--- src/rtl/erase_seq_pkg.sv ---
package erase_seq_pkg;

    localparam int MATCH_W = 16;

    localparam logic [MATCH_W-1:0] UNLOCK_ADDR_A = 16'h5555;
    localparam logic [MATCH_W-1:0] UNLOCK_ADDR_B = 16'h2AAA;
    localparam logic [7:0] KEY_A       = 8'hAA;
    localparam logic [7:0] KEY_B       = 8'h55;
    localparam logic [7:0] KEY_SETUP   = 8'h80;
    localparam logic [7:0] KEY_CONFIRM = 8'h50;

    typedef enum logic [2:0] {
        ST_IDLE  = 3'd0,
        ST_U1    = 3'd1,
        ST_U2    = 3'd2,
        ST_SETUP = 3'd3,
        ST_U4    = 3'd4,
        ST_U5    = 3'd5
    } step_e;

    typedef struct packed {
        logic key_a;
        logic key_b;
        logic key_setup;
        logic key_confirm;
    } match_t;

endpackage

--- src/rtl/erase_seq_match.sv ---
module erase_seq_match
    import erase_seq_pkg::*;
(
    input  logic [MATCH_W-1:0] addr_lo,
    input  logic [7:0]         data,
    output match_t             hit
);
    logic at_a;
    logic at_b;

    always_comb begin
        at_a            = (addr_lo == UNLOCK_ADDR_A);
        at_b            = (addr_lo == UNLOCK_ADDR_B);
        hit.key_a       = at_a && (data == KEY_A);
        hit.key_b       = at_b && (data == KEY_B);
        hit.key_setup   = at_a && (data == KEY_SETUP);
        hit.key_confirm = (data == KEY_CONFIRM);
    end
endmodule

--- src/rtl/erase_seq_fsm.sv ---
module erase_seq_fsm
    import erase_seq_pkg::*;
(
    input  logic   clk,
    input  logic   rst_n,
    input  logic   accept,
    input  match_t hit,
    output logic   fire
);
    typedef struct packed {
        step_e step;
    } fsm_t;

    fsm_t s_d, s_q;
    logic expect_ok;

    always_comb begin
        s_d  = s_q;
        fire = 1'b0;
        unique case (s_q.step)
            ST_IDLE:  expect_ok = hit.key_a;
            ST_U1:    expect_ok = hit.key_b;
            ST_U2:    expect_ok = hit.key_setup;
            ST_SETUP: expect_ok = hit.key_a;
            ST_U4:    expect_ok = hit.key_b;
            ST_U5:    expect_ok = hit.key_confirm;
            default:  expect_ok = 1'b0;
        endcase
        if (accept) begin
            if (expect_ok) begin
                if (s_q.step == ST_U5) begin
                    fire       = 1'b1;
                    s_d.step   = ST_IDLE;
                end else begin
                    s_d.step   = step_e'(s_q.step + 3'd1);
                end
            end else if (hit.key_a) begin
                s_d.step = ST_U1;
            end else begin
                s_d.step = ST_IDLE;
            end
        end
    end

    always_ff @(posedge clk) begin
        if (!rst_n) s_q <= '{step: ST_IDLE};
        else        s_q <= s_d;
    end
endmodule

--- src/rtl/erase_seq_timer.sv ---
module erase_seq_timer #(
    parameter int ERASE_CYCLES = 50000,
    localparam int CNT_W = $clog2(ERASE_CYCLES + 1)
) (
    input  logic clk,
    input  logic rst_n,
    input  logic load,
    output logic busy
);
    typedef struct packed {
        logic             busy;
        logic [CNT_W-1:0] cnt;
    } tmr_t;

    tmr_t t_d, t_q;

    always_comb begin
        t_d = t_q;
        if (load) begin
            t_d.busy = 1'b1;
            t_d.cnt  = CNT_W'(ERASE_CYCLES - 1);
        end else if (t_q.busy) begin
            if (t_q.cnt == '0) t_d.busy = 1'b0;
            else               t_d.cnt  = t_q.cnt - 1'b1;
        end
    end

    always_ff @(posedge clk) begin
        if (!rst_n) t_q <= '{busy: 1'b0, cnt: '0};
        else        t_q <= t_d;
    end

    assign busy = t_q.busy;
endmodule

--- src/rtl/erase_seq.sv ---
module erase_seq
    import erase_seq_pkg::*;
#(
    parameter int ADDR_W       = 32,
    parameter int BLK_LSB      = 16,
    parameter int BLK_W        = 3,
    parameter int ERASE_CYCLES = 50000
) (
    input  logic              clk,
    input  logic              rst_n,
    input  logic              wr_en,
    input  logic [ADDR_W-1:0] wr_addr,
    input  logic [7:0]        wr_data,
    output logic              erase_start,
    output logic [BLK_W-1:0]  erase_block,
    output logic              busy
);
    localparam int BLK_MSB = BLK_LSB + BLK_W - 1;

    typedef struct packed {
        logic             start;
        logic [BLK_W-1:0] blk;
    } out_t;

    out_t   o_d, o_q;
    match_t hit;
    logic   accept;
    logic   fire;
    logic   unused_addr_hi;

    assign unused_addr_hi = ^wr_addr[ADDR_W-1:BLK_MSB+1];
    assign accept = wr_en && !busy;

    erase_seq_match u_match (
        .addr_lo (wr_addr[MATCH_W-1:0]),
        .data    (wr_data),
        .hit     (hit)
    );

    erase_seq_fsm u_fsm (
        .clk    (clk),
        .rst_n  (rst_n),
        .accept (accept),
        .hit    (hit),
        .fire   (fire)
    );

    erase_seq_timer #(.ERASE_CYCLES(ERASE_CYCLES)) u_timer (
        .clk   (clk),
        .rst_n (rst_n),
        .load  (fire),
        .busy  (busy)
    );

    always_comb begin
        o_d       = o_q;
        o_d.start = fire;
        if (fire) o_d.blk = wr_addr[BLK_MSB:BLK_LSB];
    end

    always_ff @(posedge clk) begin
        if (!rst_n) o_q <= '{start: 1'b0, blk: '0};
        else        o_q <= o_d;
    end

    assign erase_start = o_q.start;
    assign erase_block = o_q.blk;
endmodule

--- config.mk ---
export PLATFORM = sky130hd
export DESIGN_NAME = erase_seq
export DESIGN_NICKNAME = d
export VERILOG_FILES = /design/src/rtl/erase_seq_pkg.sv /design/src/rtl/erase_seq_match.sv /design/src/rtl/erase_seq_fsm.sv /design/src/rtl/erase_seq_timer.sv /design/src/rtl/erase_seq.sv
export SDC_FILE = /design/constraint.sdc
export NUM_CORES = 1
export LEC_CHECK = 0
export ABC_AREA = 1
export BUFFER_PORTS_ARGS = -buffer_cell sky130_fd_sc_hd__buf_2
export CORE_MARGIN = 4
export CORE_UTILIZATION = 50
export CTS_CLUSTER_SIZE = 8
export DETAILED_ROUTE_END_ITERATION = 10
export PLACE_DENSITY = 0.84
export SKIP_CTS_REPAIR_TIMING = 1
export SLEW_MARGIN = 25
export SYNTH_ARGS = -nofsm -noshare
export SYNTH_HDL_FRONTEND = slang
export SYNTH_SLANG_ARGS = --single-unit
--- constraint.sdc ---
create_clock -name clk -period 4.2 [get_ports clk]
set_clock_uncertainty 0.05 [all_clocks]
set_input_delay 0.84 -clock clk [delete_from_list [all_inputs] [get_ports clk]]
set_output_delay 0.84 -clock clk [all_outputs]
set_load 0.01 [all_outputs]
### Word-level counts from Yosys, hierarchy flattened

Index checks and enable logic that the tools add are counted.

| operators by class | value |
|---|---|
| multipliers | 0 |
| order comparisons | 0 |
| muxes and demuxes | 11 |
| add/subtract/negate cells | 2 |
| divide/modulo/power cells | 0 |
| shift operators | 0 |
| reductions and logical operators | 13 |
| bitwise gates (word level) | 2 |
| equality and inequality tests | 12 |

Operators by type and width:

| kind | number |
|---|---|
| 17-bit two-way mux | 2 |
| 16-bit by 14-bit == test with 1-bit output (second input constant) | 1 |
| 16-bit by 15-bit == test with 1-bit output (second input constant) | 1 |
| 8-bit by 7-bit == test with 1-bit output (second input constant) | 2 |
| 8-bit == test (second input constant) | 2 |
| 16-bit zero test | 1 |
| 16-bit two-way mux | 1 |
| 16-bit by 1-bit subtractor with 16-bit output (second input constant) | 1 |
| 3-bit by 2-bit == test with 1-bit output (second input constant) | 2 |
| 3-bit == test (second input constant) | 2 |
| 3-bit two-way mux | 2 |
| 2-bit OR reduction | 3 |
| 1-bit two-way mux | 5 |
| 1-bit logical AND | 4 |
| 1-bit one-hot mux with 4 select lines | 1 |
| 2-bit AND reduction | 2 |
| 3-bit by 1-bit adder with 3-bit output (second input constant) | 1 |
| 3-bit by 1-bit == test with 1-bit output (second input constant) | 1 |
| 3-bit zero test | 1 |
| 2-bit != test (second input constant) | 1 |
| 1-bit inverter | 2 |
| 2-bit nonzero test | 1 |
| 1-bit zero test | 1 |

| word-level totals | value |
|---|---|
| latch bits | 0 |
| memories kept | 0 |
| bits in read-only memories | 0 |
| bits in registers | 24 |
| bits in writable memories | 0 |

### Logic depth before layout (Yosys ltp)

| depth | value |
|---|---|
| depth after elaboration | 7 |
| depth in mapped cells | 13 |
| depth with buffers taken out | 13 |

### Modules after synthesis

A second synthesis with hierarchy kept.

| unflattened totals | value |
|---|---|
| cell total of the unflattened synthesis | 303 |
| area, all modules | 1704.1 um2 |

By module, submodules not included:

| module | area each (um2) | seq. area each (um2) | times used | cells an instance |
|---|---|---|---|---|
| erase_seq_timer | 1037.2 | 340.3 | 1 | 170 |
| erase_seq_fsm | 280.3 | 60.1 | 1 | 50 |
| erase_seq_match | 235.2 | 0.0 | 1 | 60 |
| erase_seq | 151.4 | 80.1 | 1 | 23 |

### Worst setup path before layout

No wires, ideal clock.

| timing | value |
|---|---|
| kind | in2reg |
| start point | input wr_data[0] |
| end point | register u_timer.t_q[11] in the netlist's numbering |
| slack | 2389 ps |
| data required time | 4035 ps |
| buffers on the path | 0 |
| stages | 10 |
| arrival | 1646 ps |
| cell sequence | inv_1 > nand2_1 > nor2_1 > nand3_2 > nand2_2 > nand2_4 > nand3_4 > nand2_8 > nand2_4 > nor2_1 |

| between the ends | value |
|---|---|
| longest elaborated chain between the ends | 6 |
| elaborated cells between the ends (all ways) | 11 |
| those cells by class | eq/ne: 4; mux: 3; reduce/logical: 4 |

RTL lines:

| item | RTL line | text |
|---|---|---|
| start, declared | erase_seq.sv:13 | `input logic [7:0] wr_data,` |
| 8-bit by 7-bit == test with 1-bit output (tied with other cells) | erase_seq_match.sv:15 | `hit.key_b = at_b && (data == KEY_B);` |
| 1-bit logical AND (on tied branches) | erase_seq_match.sv:15, erase_seq_match.sv:14, erase_seq_match.sv:16 |  |
| 1-bit one-hot mux with 4 select lines (*) | erase_seq_fsm.sv:20 | `unique case (s_q.step)` |
| 1-bit two-way mux (*) | erase_seq_fsm.sv:30 | `if (expect_ok) begin` |
| 1-bit two-way mux (*) | erase_seq_fsm.sv:29 | `if (accept) begin` |
| 2-bit OR reduction (no source line) (*) | n/a |  |
| end signal, assigned | erase_seq_timer.sv:29 | `if (!rst_n) t_q <= '{busy: 1'b0, cnt: '0};` |
| end signal, assigned | erase_seq_timer.sv:30 | `else t_q <= t_d;` |
| end, declared | erase_seq_timer.sv:15 | `tmr_t t_d, t_q;` |

Every way passes the cells marked *; elsewhere a longest branch is shown, timed or not.
A chain may end at the register's enable or synchronous reset.

### Worst setup path in the final report

| timing | value |
|---|---|
| start point | register u_timer.t_q, in the netlist u_timer.busy |
| end point | output busy |

RTL lines:

| item | RTL line | text |
|---|---|---|
| end, declared | erase_seq.sv:16 | `output logic busy` |

No word-level cell between the ends.

==> impl_metrics.toml <==
[job]
cap_violations = 0

[worst_setup_path]
r2r-end = "u_timer.t_q[11]"
crit_fanout = 7
critPathTopFamily = "flip-flops"
path_buf_inv = 1
cp-end-kind = "output port"
cpPeakStageDelay_ns = 0.56
crit_start = "u_timer.busy"
r2r_start = "u_timer.t_q[0]"
cp.required_ns = 3.31
cp_cell_sequence = "buf_2"
cp.depth = 1
slowest_stage = "dfxtp_1"
reg2regPathDepth = 9
endpoint = "busy"
cp-start-kind = "flop"
r2r_slack_ns = 2.56
crit_type = "flop to output port"
cp.arrival_ns = 1.07

[status]
status = "finished, final reports clean"

[routing]
wirelength_mm = 3.55
first_pass_iters = 4
dr_total_vias = 1763
antenna_left = 0
wl_per_cell_um = 9.56
vias_per_cell = 4.75
drc_errors = 0
drtIter0Drc = 84

[sta]
setup_viol = 0
period_share_pct = 46.7
slew_headroom_pct = 76.0
tns_ns = 0
period_minus_slack_ns = 1.96
tightest_slew_ns = 0.357
fmax_ghz = 0.509
slew_violations = 0
rsz0062_at_grt = "false"
hold_viol = 0

[finish]
syn_to_final_growth_pct = 13.9
fill_cells = 358
fin_nets = 373
diodes = 0
drive_gt1_share_pct = 23.7
fin_area_um2 = 2010

[place]
place_hpwl_mm = 3.02
gp_congestion = 0.860
placed_cell_area_um2 = 1990
port_buffers = 34

[logic_synthesis]
netlist_instances = 289
ys_ff_latch = 24
syn-num-nets = 335
synth.cell_area_um2 = 1770
ys_types = 29
yosysWarnings = 0
syn_avg_cell_area_um2 = 6.12
synth_seq_area_share_pct = 27.2

[clock_network]
root_buffer = "clkbuf_4"
htreeDepth = 1
clkSlewWorstSetupHoldPaths_ns = 0.12
cts_tree = "yes"
clockBufferDepth = 2
clock_latency_ns = 0.31
cts_made_buffers = 3
cts_num_sinks = 24

[grt]
grt_overflow = 0
grt_pass1_vias = 1648
use_met2_pct = 32.1
met3_usage_pct = 3.99
grt_util_met1_pct = 22.1
grt_usage_pct = 17.8
grt_max_degree = 15
grt-busiest-layer = "met2"
grt_pass1_wl_mm = 6.47
antenna_found_initial = 0

[pwr]
leakage_uw = 0.00112
peakVddDrop_mv = 0.141
p_per_area_nw_per_um2 = 185

[hold_path]
hp-class = "flop to flop"

[floorplan]
ios = 48
die_w_um = 67.5
row_count = 21
die_area_um2 = 4550
core_um2 = 3360
fp.dieH_um = 67.5
initial_core_util_pct = 52.6
[where the power goes]
part           internal, µW  total (µW)  switching [µW]
clock                  33.6        97.7            64.2
sequential              228         230            1.39
combinational          18.5        44.9            26.5
total                   281         373            92.0
[cell families after synthesis]
kind of cell | after synthesis | share of synthesized area (%)
compound gates | 15 | 5.03
xor+xnor | 4 | 1.98
fa+ha+maj | 3 | 2.12
buf+inv | 53 | 11.3
flops | 24 | 27.2
simple gates | 190 | 52.4
[sequential cells by signal, summed over array words and instances (netlist names)]
| signal | count |
|---|---|
| u_fsm.s_q | 3 |
| u_timer.busy | 1 |
| u_timer.t_q | 16 |
| erase_start | 1 |
| erase_block | 3 |
[worst min-delay path by stage]
stage / startpoint / to / slack, ns / cells past startpoint
floorplan: u_timer.t_q[13] / u_timer.t_q[13] / 0.41 / 2
global placement: erase_block[0] / erase_block[0] / 0.40 / 2
detailed placement: erase_block[0] / erase_block[0] / 0.41 / 2
CTS: erase_block[0] / erase_block[0] / 0.43 / 2
global route: erase_block[0] / erase_block[0] / 0.45 / 2
finish: erase_block[0] / erase_block[0] / 0.43 / 2
[per-layer routing]
layer,routed length [µm],vias to the layer above
li1,-,955
met1,1690,776
met2,1730,30
met3,123,2
met4,6,0
met5,0,-
[final cells by class]
type	instances	area [µm²]	area share, %
multi-input combinational	212	1090	54.0
sequential	24	480	23.9
inverter	52	195	9.69
timing repair buffer	34	170	8.45
tap	46	57.6	2.86
clock buffer	3	22.5	1.12
[cells in the mapped netlist]
cell | n | area (µm²)
xnor2_1 | 1 | 8.76
nand3b_1 | 2 | 15.0
nor2_2 | 8 | 50.1
a21oi_2 | 3 | 26.3
nor2_4 | 2 | 22.5
o21ai_1 | 1 | 5.00
nor3_2 | 2 | 20.0
nor3_1 | 3 | 15.0
ha_1 | 3 | 37.5
inv_1 | 42 | 158
clkbuf_1 | 1 | 3.75
nand3_2 | 7 | 70.1
nor2b_1 | 2 | 12.5
a21oi_1 | 6 | 30.0
or2_1 | 1 | 6.26
nand2_2 | 2 | 12.5
o21bai_1 | 1 | 7.51
nand2_4 | 4 | 45.0
nand4_1 | 3 | 18.8
nand3_1 | 23 | 115
xor2_1 | 3 | 26.3
nor4_1 | 1 | 6.26
nand2_1 | 83 | 312
nand2_8 | 1 | 20.0
o21ai_0 | 4 | 20.0
nand3_4 | 1 | 17.5
inv_2 | 10 | 37.5
nor2_1 | 45 | 169
dfxtp_1 | 24 | 480
[cell usage in the layout, fill, tap and decap left out, drive strengths merged, types with 2 or more instances in the layout]
master	count
nor2	55
nor2b	2
nand2	90
inv	52
nand3b	2
ha	3
nand3	31
xor2	3
o21ai	5
clkbuf	3
a21oi	9
nand4	3
nor3	5
buf	34
dfxtp	24
[through the flow]
stage / instances / util [%] / hold WS [ns] / worst slack, ns / total power [µW]
2_1_floorplan: 289 / - / 0.411 / 2.39 / 258
3_3_place_gp: 368 / 59.2 / 0.404 / 2.15 / 279
3_5_place_dp: 368 / 59.2 / 0.410 / 2.13 / 280
4_1_cts: 371 / 59.9 / 0.429 / 2.23 / 374
5_1_grt: 371 / 59.9 / 0.451 / 2.16 / 391
6_report: 371 / 59.9 / 0.426 / 2.24 / 373
No activity file was read; power rests on OpenSTA's default activity.
